--- config.mk ---
export PLATFORM = sky130hd
export DESIGN_NAME = spi_rx_master
export DESIGN_NICKNAME = d
export VERILOG_FILES = /design/src/rtl/spi_rx_pkg.sv /design/src/rtl/spi_rx_baud.sv /design/src/rtl/spi_rx_shift.sv /design/src/rtl/spi_rx_master.sv
export SDC_FILE = /design/constraint.sdc
export NUM_CORES = 1
export LEC_CHECK = 0
export BUFFER_PORTS_ARGS = -buffer_cell sky130_fd_sc_hd__buf_2
export CAP_MARGIN = 20
export CORE_ASPECT_RATIO = 0.6
export CORE_MARGIN = 1.5
export CORE_UTILIZATION = 51
export DETAILED_ROUTE_END_ITERATION = 12
export PLACE_DENSITY = 0.75
export SETUP_SLACK_MARGIN = 0.5
export SLEW_MARGIN = 25
export SYNTH_ARGS = -nofsm -noshare
export SYNTH_HDL_FRONTEND = slang
export SYNTH_SLANG_ARGS = --single-unit
--- constraint.sdc ---
create_clock -name clk -period 2.23 [get_ports clk]
set_input_delay 0.1115 -clock clk [delete_from_list [all_inputs] [get_ports clk]]
set_output_delay 0.1115 -clock clk [all_outputs]
set_load 0.005 [all_outputs]
--- src/rtl/spi_rx_pkg.sv ---
package spi_rx_pkg;

    localparam int DATA_W = 8;
    localparam int CNT_W  = $clog2(DATA_W + 1);
    localparam logic [DATA_W-1:0] DUMMY_WORD = '1;

    typedef enum logic {
        PH_IDLE   = 1'b0,
        PH_ACTIVE = 1'b1
    } sck_phase_e;

    typedef struct packed {
        logic lsb_first;
        logic len8;
    } frame_fmt_t;

    function automatic logic [CNT_W-1:0] frame_bits(input logic len8);
        return len8 ? CNT_W'(DATA_W) : CNT_W'(DATA_W - 1);
    endfunction

    function automatic logic idle_level(input logic cpol);
        return ~cpol;
    endfunction

endpackage

--- src/rtl/spi_rx_baud.sv ---
module spi_rx_baud #(
    parameter int DIV_W = 7
) (
    input  logic             clk,
    input  logic             rst,
    input  logic             ck_en0,
    input  logic             ck_en1,
    input  logic             sel,
    input  logic [DIV_W-1:0] div,
    input  logic             active,
    output logic             tick,
    output logic             half
);

    logic [DIV_W-1:0] cnt;

    assign tick = sel ? ck_en1 : ck_en0;
    assign half = active && tick && (cnt == div);

    always_ff @(posedge clk) begin
        if (rst || !active) begin
            cnt <= '0;
        end else if (tick) begin
            cnt <= (cnt == div) ? '0 : cnt + 1'b1;
        end
    end

endmodule

--- src/rtl/spi_rx_shift.sv ---
module spi_rx_shift
    import spi_rx_pkg::*;
(
    input  logic              clk,
    input  logic              rst,
    input  logic              clr,
    input  logic              en,
    input  logic              sdi,
    input  frame_fmt_t        fmt,
    output logic [DATA_W-1:0] data,
    output logic [CNT_W-1:0]  count
);

    logic [DATA_W-1:0] nxt;

    always_comb begin
        if (fmt.lsb_first) begin
            nxt = data >> 1;
            if (fmt.len8) nxt[DATA_W-1] = sdi;
            else          nxt[DATA_W-2] = sdi;
        end else begin
            nxt = {data[DATA_W-2:0], sdi};
        end
    end

    always_ff @(posedge clk) begin
        if (rst || clr) begin
            data  <= '0;
            count <= '0;
        end else if (en) begin
            data  <= nxt;
            count <= count + 1'b1;
        end
    end

endmodule

--- src/rtl/spi_rx_master.sv ---
module spi_rx_master
    import spi_rx_pkg::*;
#(
    parameter int DIV_W = 7
) (
    input  logic             clk,
    input  logic             rst,
    input  logic             ck_en0,
    input  logic             ck_en1,
    input  logic             cfg_clk_sel,
    input  logic [DIV_W-1:0] cfg_div,
    input  logic             cfg_lsb_first,
    input  logic             cfg_len8,
    input  logic             cfg_cpol,
    input  logic             cfg_irq_sel,
    input  logic             chan_start,
    input  logic             data_wr,
    input  logic [7:0]       data_wdata,
    input  logic             data_rd,
    input  logic             sdi,
    output logic             sck,
    output logic             busy,
    output logic [7:0]       rd_data,
    output logic             rx_full,
    output logic             overrun,
    output logic             irq
);

    logic              run;
    sck_phase_e        phase;
    logic              mck_tick;
    logic              half;
    logic              accept;
    logic              sample;
    logic              trail;
    logic              done;
    logic [DATA_W-1:0] shift_data;
    logic [CNT_W-1:0]  bit_cnt;
    logic [DATA_W-1:0] rx_buf;
    frame_fmt_t        fmt;

    assign fmt.lsb_first = cfg_lsb_first;
    assign fmt.len8      = cfg_len8;

    spi_rx_baud #(.DIV_W(DIV_W)) u_baud (
        .clk    (clk),
        .rst    (rst),
        .ck_en0 (ck_en0),
        .ck_en1 (ck_en1),
        .sel    (cfg_clk_sel),
        .div    (cfg_div),
        .active (busy),
        .tick   (mck_tick),
        .half   (half)
    );

    spi_rx_shift u_shift (
        .clk   (clk),
        .rst   (rst),
        .clr   (accept),
        .en    (sample),
        .sdi   (sdi),
        .fmt   (fmt),
        .data  (shift_data),
        .count (bit_cnt)
    );

    assign accept = data_wr && (data_wdata == DUMMY_WORD) && run && !busy;
    assign sample = half && (phase == PH_IDLE);
    assign trail  = half && (phase == PH_ACTIVE);
    assign done   = trail && (bit_cnt == frame_bits(cfg_len8));

    always_ff @(posedge clk) begin
        if (rst) begin
            run     <= 1'b0;
            busy    <= 1'b0;
            phase   <= PH_IDLE;
            rx_buf  <= '0;
            rx_full <= 1'b0;
            overrun <= 1'b0;
            irq     <= 1'b0;
        end else begin
            if (chan_start) run <= 1'b1;

            if (accept)    busy <= 1'b1;
            else if (done) busy <= 1'b0;

            if (sample)     phase <= PH_ACTIVE;
            else if (trail) phase <= PH_IDLE;

            if (data_rd) begin
                rx_full <= 1'b0;
                overrun <= 1'b0;
            end
            if (done) begin
                rx_buf  <= shift_data;
                rx_full <= 1'b1;
                if (rx_full && !data_rd) overrun <= 1'b1;
            end

            irq <= (done && !cfg_irq_sel) || (accept && cfg_irq_sel);
        end
    end

    assign sck     = (phase == PH_ACTIVE) ? ~idle_level(cfg_cpol) : idle_level(cfg_cpol);
    assign rd_data = rx_buf;

endmodule

Word level (Yosys, flattened, before mapping)
Index checks and enable logic that the tools add are counted.
Word-level totals
  input bits: 28
  output and inout bits: 13
  word-level logic and storage cells: 53
  register bits: 33
Cells by class
  $add $sub $neg: 2
  bitwise gates (word level): 2
  mux-type cells: 16
  eq/ne operators: 3
  reduce and logical (&&, ||, !) cells: 20
Operators by type and width (count)
  1-bit two-way mux: 13
  1-bit logical AND: 11
  8-bit equality test (second input constant): 1
  8-bit two-way mux: 1
  7-bit by 1-bit adder with 7-bit output (second input constant): 1
  7-bit equality test: 1
  7-bit two-way mux: 1
  2-bit nonzero test: 3
  4-bit by 1-bit adder with 4-bit output (second input constant): 1
  4-bit equality test: 1
  4-bit two-way mux: 1
  1-bit zero test: 3
  1-bit logical OR: 3
  1-bit NOT: 2

Logic depth before layout (Yosys ltp)
Gate-level depths: netlist (run 1).
  depth in word-level cells: 7
  gate-level depth with buffers: 7
  depth with buffers taken out: 5

Hierarchy
A second synthesis (run 1) with hierarchy kept.
Second synthesis, totals
  cells, all modules: 167
  area total of the unflattened synthesis: 1652.8 µm²
By module, submodules not included
  spi_rx_master: area an instance 659.4 µm², instances 1, sequential area each 280.3 µm², cells an instance 67
  spi_rx_shift: area an instance 584.3 µm², instances 1, sequential area each 240.2 µm², cells an instance 55
  spi_rx_baud: area an instance 409.1 µm², instances 1, sequential area each 140.1 µm², cells an instance 45

Worst setup path before layout (run 1)
OpenSTA, ideal clock, no wires.
  kind: register -> register
  start point: register u_shift.count[0]
  end point: register irq
  slack: 0.586 ns
  period minus slack after synthesis: 1.644 ns
  setup time: 0.071 ns
  required time: 2.159 ns
  stages on the path, launching flop included: 7
  buffers on the path: 1
  arrival time: 1.574 ns
  path through: dfxtp_1 or3_1 o22a_1 nand2b_4 buf_6 or3_1 a21oi_1
Between the ends
  cells in the longest elaborated chain, start to end: 4
Ends and longest elaborated chain
  start: declaration: RTL line spi_rx_shift.sv:11  | output logic [CNT_W-1:0] count
  start signal: assignment: RTL line spi_rx_shift.sv:32  | count <= count + 1'b1;
  4-bit equality test: RTL line spi_rx_master.sv:71  | assign done = trail && (bit_cnt == frame_bits(cfg_len8));
  1-bit logical AND: RTL line spi_rx_master.sv:71
  1-bit logical AND: RTL line spi_rx_master.sv:101  | irq <= (done && !cfg_irq_sel) || (accept && cfg_irq_sel);
  1-bit logical OR: RTL line spi_rx_master.sv:101
  end signal: assignment: RTL line spi_rx_master.sv:101
  end: declaration: RTL line spi_rx_master.sv:26  | output logic irq
No other way between the ends.
A chain may end at the register's enable or synchronous reset.

Worst setup path in the final report (run 1)
  start point: register u_shift.count[0]
  end point: register rx_buf[6] (netlist: rd_data[6])
Between the ends
  cells in the longest elaborated chain, start to end: 2
Ends and longest elaborated chain
  4-bit equality test: RTL line spi_rx_master.sv:71
  1-bit logical AND: RTL line spi_rx_master.sv:71
  end signal: assignment: RTL line spi_rx_master.sv:96  | rx_buf <= shift_data;
  end: declaration: RTL line spi_rx_master.sv:39  | logic [DATA_W-1:0] rx_buf;
No other way between the ends.

==> impl_metrics.json, run 1 <==
{
  "wl_per_cell_um": 14.6,
  "reg2reg_to": "rd_data[6]",
  "clock_latency_ns": 0.28,
  "diodes": 0,
  "gp_congestion": 0.806,
  "outcome": "complete, no violations",
  "tns_ns": 0,
  "path_max_fanout": 5,
  "p_sw_frac": 0.202,
  "overflow": 0,
  "layout.nets": 251,
  "mostFrequentLayoutCell": "buf_2",
  "cts_max_level": 2,
  "end_kind": "flip-flop",
  "power.share.combinational": 0.057,
  "area_growth_pct": 29.7,
  "cts_buffers": 5,
  "vias_per_cell": 5.55,
  "clkSinkCount": 33,
  "power_density_nw_per_um2": 627,
  "startpoint": "u_shift.count[0]",
  "clkPwrFrac": 0.466,
  "dp_slack_ns": 0.246,
  "required_ns": 2.39,
  "initial_core_util": 0.533,
  "antenna_found_initial": 0,
  "cts_root_buf": "clkbuf_8",
  "grt_util_all_layers": 0.227,
  "fin_ws_ns": 0.531,
  "synth_area_leaders": "dfxtp_1, nor2_1, mux2i_1",
  "dr_total_vias": 1465,
  "critPathCapture": "rd_data[6]",
  "p_seq_frac": 0.477,
  "tightest_slew_ns": 0.331,
  "ys_seq_elements": 33,
  "postCtsHoldBufs": 0,
  "synth_top_area_cell": "dfxtp_1",
  "yosysWarnings": 0,
  "clockBufferDepth": 2,
  "grt_pass1_vias": 1245,
  "tritoncts": "done",
  "crit_type": "reg2reg",
  "io_buffer_count": 40,
  "layout_common_cells": "buf_2, dfxtp_1, nor2_1, a21oi_1",
  "drv_cap": 0,
  "synth_area_um2": 1520,
  "mappedNetlistNets": 204,
  "startpoint_type": "flip-flop",
  "finClkSkew_ns": 0.00570,
  "syn_inst": 174,
  "grt_setup_unrepaired": "true",
  "grt_max_degree": 18,
  "core-area_um2": 2850,
  "slew_viol_final": 0,
  "max_clock_freq_ghz": 0.588,
  "worstReg2RegStart": "u_shift.count[0]",
  "slew_headroom": 0.778,
  "fillers": 251,
  "route.detailed.drc": 0,
  "arrival_ns": 1.86,
  "stdcell_count": 264,
  "p_switching_uw": 250,
  "p_int_uw": 987,
  "final_core_util": 0.692,
  "antenna_left": 0,
  "die_x_um": 73.5,
  "ios": 41,
  "cts.clk_slew.worst_paths_ns": 0.07,
  "dp.cells": 249,
  "worst_hold_path_type": "in2reg",
  "power_mw": 1.24,
  "reg2reg_depth": 6,
  "regToRegSetupSlack_ns": 0.53,
  "synth_top_area_frac": 0.434,
  "post-route-period-util": 0.762,
  "wirelength_um": 3850,
  "grt_pass1_wl_um": 5530,
  "die_y_um": 45.3,
  "fin_crit_ns": 1.70,
  "first_iter_violations": 106,
  "vdd_drop_max_mv": 0.386,
  "power_leakage_nw": 0.766,
  "rows": 15,
  "drt_first_pass_iters": 4,
  "synth.avg_cell_area_um2": 8.74,
  "ys_seq_area_frac": 0.434,
  "drive_above_1_share": 0.324,
  "fp.dieArea_um2": 3330,
  "synthDistinctLibCells": 34,
  "finalSetupViolations": 0,
  "hpwl_um": 2450,
  "hold_viol": 0
}
-- cell usage after synthesis, drive strengths merged --
library cell   n
a211oi         7
a21oi         15
a31oi          2
and3           1
and4           2
buf            5
clkbuf         2
dfxtp         33
ha             2
inv            3
mux2           1
mux2i          8
nand2          9
nand2b         1
nand3         12
nand3b         1
nand4          5
nand4b         1
nor2          24
nor2b          2
nor3           2
nor3b          1
o211ai         1
o21ai         11
o22a           1
or2            2
or3            4
xnor2          9
xor2           7
-- power groups by stage --
| stage | Clock [mW] | Combinational (mW) | Sequential, mW |
|---|---|---|---|
| after floorplan | 0 | 0.0306 | 0.604 |
| after detailed placement | 0 | 0.0630 | 0.604 |
| after global placement | 0 | 0.0603 | 0.604 |
| final | 0.576 | 0.0701 | 0.590 |
| after global routing | 0.613 | 0.0771 | 0.590 |
| after CTS | 0.584 | 0.0647 | 0.591 |
-- how the worst min path moves through the flow --
stage	from	end	slack, ns	depth (start not counted)
3_5_place_dp	data_rd	overrun	0.30	2
5_1_grt	data_rd	overrun	0.01	2
4_1_cts	data_rd	overrun	0.005	2
6_report	data_rd	overrun	0.01	2
3_3_place_gp	data_rd	overrun	0.29	2
2_1_floorplan	rst	rd_data[4]	0.18	1
-- worst max-delay path, cell delays in order, from the launching register on --
cell      delay [ns]
dfxtp_2         0.34
or3_1           0.39
o22a_2          0.28
nand2b_4        0.18
buf_4           0.15
o21ai_0         0.16
a21oi_1         0.09
-- through the flow --
step	area, µm²	hold slack (ns)
4_1_cts	1870	0.00453
3_3_place_gp	1730	0.292
3_5_place_dp	1730	0.305
6_report	1970	0.0102
2_1_floorplan	1520	0.181
5_1_grt	1970	0.0126
-- what timing repair did --
action / CTS / global route
endpoints found under the setup margin: 18 / 16
buffers inserted: 0 / 6
pin swaps: 0 / 6
gates resized for setup: 5 / 14
cloned: 0 / 1
-- registers in the layout (all words and copies together), names as in the netlist, 4 cells and up --
name / cells
u_shift.data: 8
u_shift.count: 4
u_baud.cnt: 7
rd_data: 8
-- logic make-up (layout without fill, tap and decap cells) --
kind of cell | Yosys count | after routing | share of synthesized area
compound gates | 37 | 37 | 0.139
mux | 9 | 9 | 0.0600
xor+xnor | 16 | 16 | 0.0921
simple gates | 67 | 68 | 0.225
buf+inv | 10 | 57 | 0.0337
fa+ha+maj | 2 | 2 | 0.0164
flops | 33 | 33 | 0.434
-- final cells by class --
cell class              count  area [µm²]  share of cell area
clock inverters             1        30.0              0.0152
flip-flops and latches     33         669               0.339
inverters                   3        11.3             0.00571
repair buffers             46         245               0.124
clock buffers               7        86.3              0.0438
well taps                  42        52.6              0.0266
multi-input cells         132         878               0.445
-- metal layers --
layer	share of wire	global-route usage	wire, µm
met5	0	0	0
met4	0.010	0.0704	40
met3	0.075	0.0670	287
met2	0.46	0.350	1750
met1	0.46	0.309	1760
Power figures use the tool's default switching activity.
==> run 2, diff against run 1 <==
--- a/config.mk
+++ b/config.mk
@@ -5,13 +5,14 @@
 export SDC_FILE = /design/constraint.sdc
 export NUM_CORES = 1
 export LEC_CHECK = 0
+export ABC_AREA = 1
 export BUFFER_PORTS_ARGS = -buffer_cell sky130_fd_sc_hd__buf_2
 export CAP_MARGIN = 20
 export CORE_ASPECT_RATIO = 0.6
 export CORE_MARGIN = 1.5
-export CORE_UTILIZATION = 51
+export CORE_UTILIZATION = 47
 export DETAILED_ROUTE_END_ITERATION = 12
-export PLACE_DENSITY = 0.75
+export PLACE_DENSITY = 0.71
 export SETUP_SLACK_MARGIN = 0.5
 export SLEW_MARGIN = 25
 export SYNTH_ARGS = -nofsm -noshare
==> constraint.sdc (replaced) <==
create_clock -name clk -period 1.4 [get_ports clk]
set_input_delay 0.07 -clock clk [delete_from_list [all_inputs] [get_ports clk]]
set_output_delay 0.07 -clock clk [all_outputs]
set_load 0.005 [all_outputs]
==> run 2 against run 1 <==
  * The flow now finishes with violations (negative setup slack)
  * Die area is 18% higher
  * Core utilization is 5.0 points higher
  * Via count is 20% higher
  * Wire length is 20% higher
  * Clock power is 88% higher
  * Setup slack worse by 0.74 ns
  * Combinational power is 110% higher
  * Power is 75% higher
  * Sequential power is 59% higher
  * Non-clock buffer count is 21 higher
  * Global-route usage is 1.1 points lower
  * Largest cell class unchanged
==> impl_metrics.json, run 2 <==
{
  "outcome": "complete, but fails checks",
  "wl_per_cell_um": 12.9,
  "power_leakage_nw": 1.20,
  "clockBufferDepth": 2,
  "route.detailed.drc": 0,
  "antenna_found_initial": 0,
  "fin_crit_ns": 1.60,
  "dp.cells": 340,
  "power_mw": 2.17,
  "overflow": 0,
  "initial_core_util": 0.504,
  "clkSinkCount": 33,
  "wirelength_um": 4610,
  "mostFrequentLayoutCell": "nand2_1",
  "post-route-period-util": 1.15,
  "synth_area_leaders": "dfxtp_1, nand2_1, inv_1",
  "multi_input_area_um2": 952,
  "area_growth_pct": 47.1,
  "layout_common_cells": "nand2_1, buf_2, inv_1, dfxtp_1, nor2_1",
  "crit_type": "reg2reg",
  "grt_setup_unrepaired": "true",
  "startpoint_type": "flip-flop",
  "power_density_nw_per_um2": 879,
  "arrival_ns": 1.78,
  "synthDistinctLibCells": 33,
  "cts_root_buf": "clkbuf_8",
  "hpwl_um": 2750,
  "rows": 16,
  "synth.avg_cell_area_um2": 6.92,
  "finClkSkew_ns": 0.00613,
  "tightest_slew_ns": 0.458,
  "regToRegSetupSlack_ns": -0.20,
  "finalSetupViolations": 22,
  "regArea_um2": 673,
  "tritoncts": "done",
  "stdcell_count": 358,
  "async_flop_share": 0,
  "grt_pass1_wl_um": 6400,
  "gp_congestion": 0.795,
  "hold_viol": 0,
  "end_kind": "flip-flop",
  "hold_ws_ns": 0.0433,
  "ios": 41,
  "core-area_um2": 3320,
  "synth-edff-count": 0,
  "violations": "negative setup slack",
  "required_ns": 1.58,
  "cts.clk_slew.worst_paths_ns": 0.07,
  "yosysWarnings": 0,
  "drt_first_pass_iters": 5,
  "layout.nets": 342,
  "grt_util_all_layers": 0.215,
  "worst_hold_path_type": "in2reg",
  "vias_per_cell": 4.91,
  "drv_cap": 0,
  "first_iter_violations": 136,
  "cts_max_level": 2,
  "fp.dieArea_um2": 3940,
  "ys_seq_area_frac": 0.394,
  "reg2reg_to": "u_shift.data[6]",
  "reg2reg_depth": 10,
  "yosysMostFrequentCell": "nand2_1",
  "antenna_left": 0,
  "drive_above_1_share": 0.409,
  "dr_total_vias": 1757,
  "ys_seq_elements": 33,
  "max_clock_freq_ghz": 0.623,
  "io_buffer_count": 40,
  "grt_pass1_vias": 1487,
  "fillers": 258,
  "synth_top_area_cell": "dfxtp_1",
  "syn_inst": 242,
  "diodes": 0,
  "critPathCapture": "u_shift.data[6]",
  "synth_area_um2": 1680,
  "synth_top_area_frac": 0.394,
  "grt_max_degree": 21,
  "worstReg2RegStart": "u_baud.cnt[1]",
  "mappedNetlistNets": 272,
  "slew_viol_final": 0,
  "slew_headroom": 0.694,
  "synth.top_cells.by_count": "nand2_1, inv_1, dfxtp_1",
  "path_max_fanout": 5,
  "cts_buffers": 5,
  "vdd_drop_max_mv": 0.592,
  "die_y_um": 49.2,
  "clock_latency_ns": 0.29,
  "startpoint": "u_baud.cnt[1]",
  "die_x_um": 80.1,
  "fin_ws_ns": -0.204,
  "ys.flop_type": "dfxtp_1"
}
run 2: changes by cell type after synthesis, sizes merged, moves of 3 or more:
cell	previous run	this run
xor2	7	3
nand3	12	6
a211oi	7	0
nand2	9	62
mux2i	8	0
nor2	24	31
a21oi	15	18
xnor2	9	3
or3	4	0
inv	3	41
o21ai	11	18
run 2: cells by family after synthesis:
kind of cell	synth area share
AND/OR/NAND/NOR	0.302
flip-flops	0.394
AO/OA/AOI/OAI	0.134
adder cells (fa/ha/maj)	0.0149
multiplexers	0.00672
buffers and inverters	0.116
XOR/XNOR	0.0314
run 2: cell type report:
cell class / count / share of cell area
multi-input cells: 162 / 0.386
flip-flops and latches: 33 / 0.273
repair buffers: 67 / 0.196
inverters: 43 / 0.0675
clock buffers: 5 / 0.0279
clock inverters: 3 / 0.0264
well taps: 45 / 0.0228
run 2: where the power goes:
group	internal [mW]	switching [mW]
sequential	0.939	0.00161
clock	0.707	0.371
combinational	0.0650	0.0829
total	1.71	0.455
run 2: routing by layer:
| layer | up-vias | routed length (µm) | track usage | part of all wire |
|---|---|---|---|---|
| li1 | 905 | - | - | - |
| met1 | 777 | 2250 | 0.304 | 0.49 |
| met2 | 69 | 1980 | 0.301 | 0.43 |
| met3 | 6 | 341 | 0.0935 | 0.074 |
| met4 | 0 | 45 | 0.0460 | 0.0098 |
| met5 | - | 0 | 0 | 0 |
run 2: worst min path at each step:
stage,startpoint,to,slack [ns],cells after the start
after global routing,rst,rx_full,0.05,2
after CTS,rst,rx_full,0.03,2
after global placement,chan_start,run,0.28,3
final,cfg_irq_sel,irq,0.04,3
after floorplan,rst,rx_full,0.13,1
after detailed placement,chan_start,run,0.29,3
run 2: repair_timing:
item / 4_1_cts / 5_1_grt
hold buffers: 1 / 0
setup endpoints to repair: 34 / 34
endpoints found under the hold margin: 1 / 0
resized for setup: 17 / 29
pin swaps: 6 / 8
gates cloned: 0 / 2
setup buffers: 3 / 4
run 2: stage by stage:
stage / area [µm²] / setup TNS, ns / setup slack (ns) / utilization
3_3_place_gp: 2060 / -0.622 / -0.0581 / 0.619
5_1_grt: 2460 / -4.25 / -0.273 / 0.742
4_1_cts: 2290 / -0.307 / -0.0658 / 0.688
2_1_floorplan: 1690 / 0 / 0.0504 / -
6_report: 2460 / -1.56 / -0.204 / 0.742
3_5_place_dp: 2060 / -2.07 / -0.155 / 0.619
run 2: worst max-delay path, cell delays in order (launching register included):
cell and delay (ns):
dfxtp_2 0.34, inv_2 0.04, nand2_2 0.05, nand2_2 0.07, nor2_4 0.14, nand2_4 0.07
nor2_4 0.16, nand3_4 0.15, clkbuf_16 0.19, o21ai_1 0.18, a21oi_1 0.08
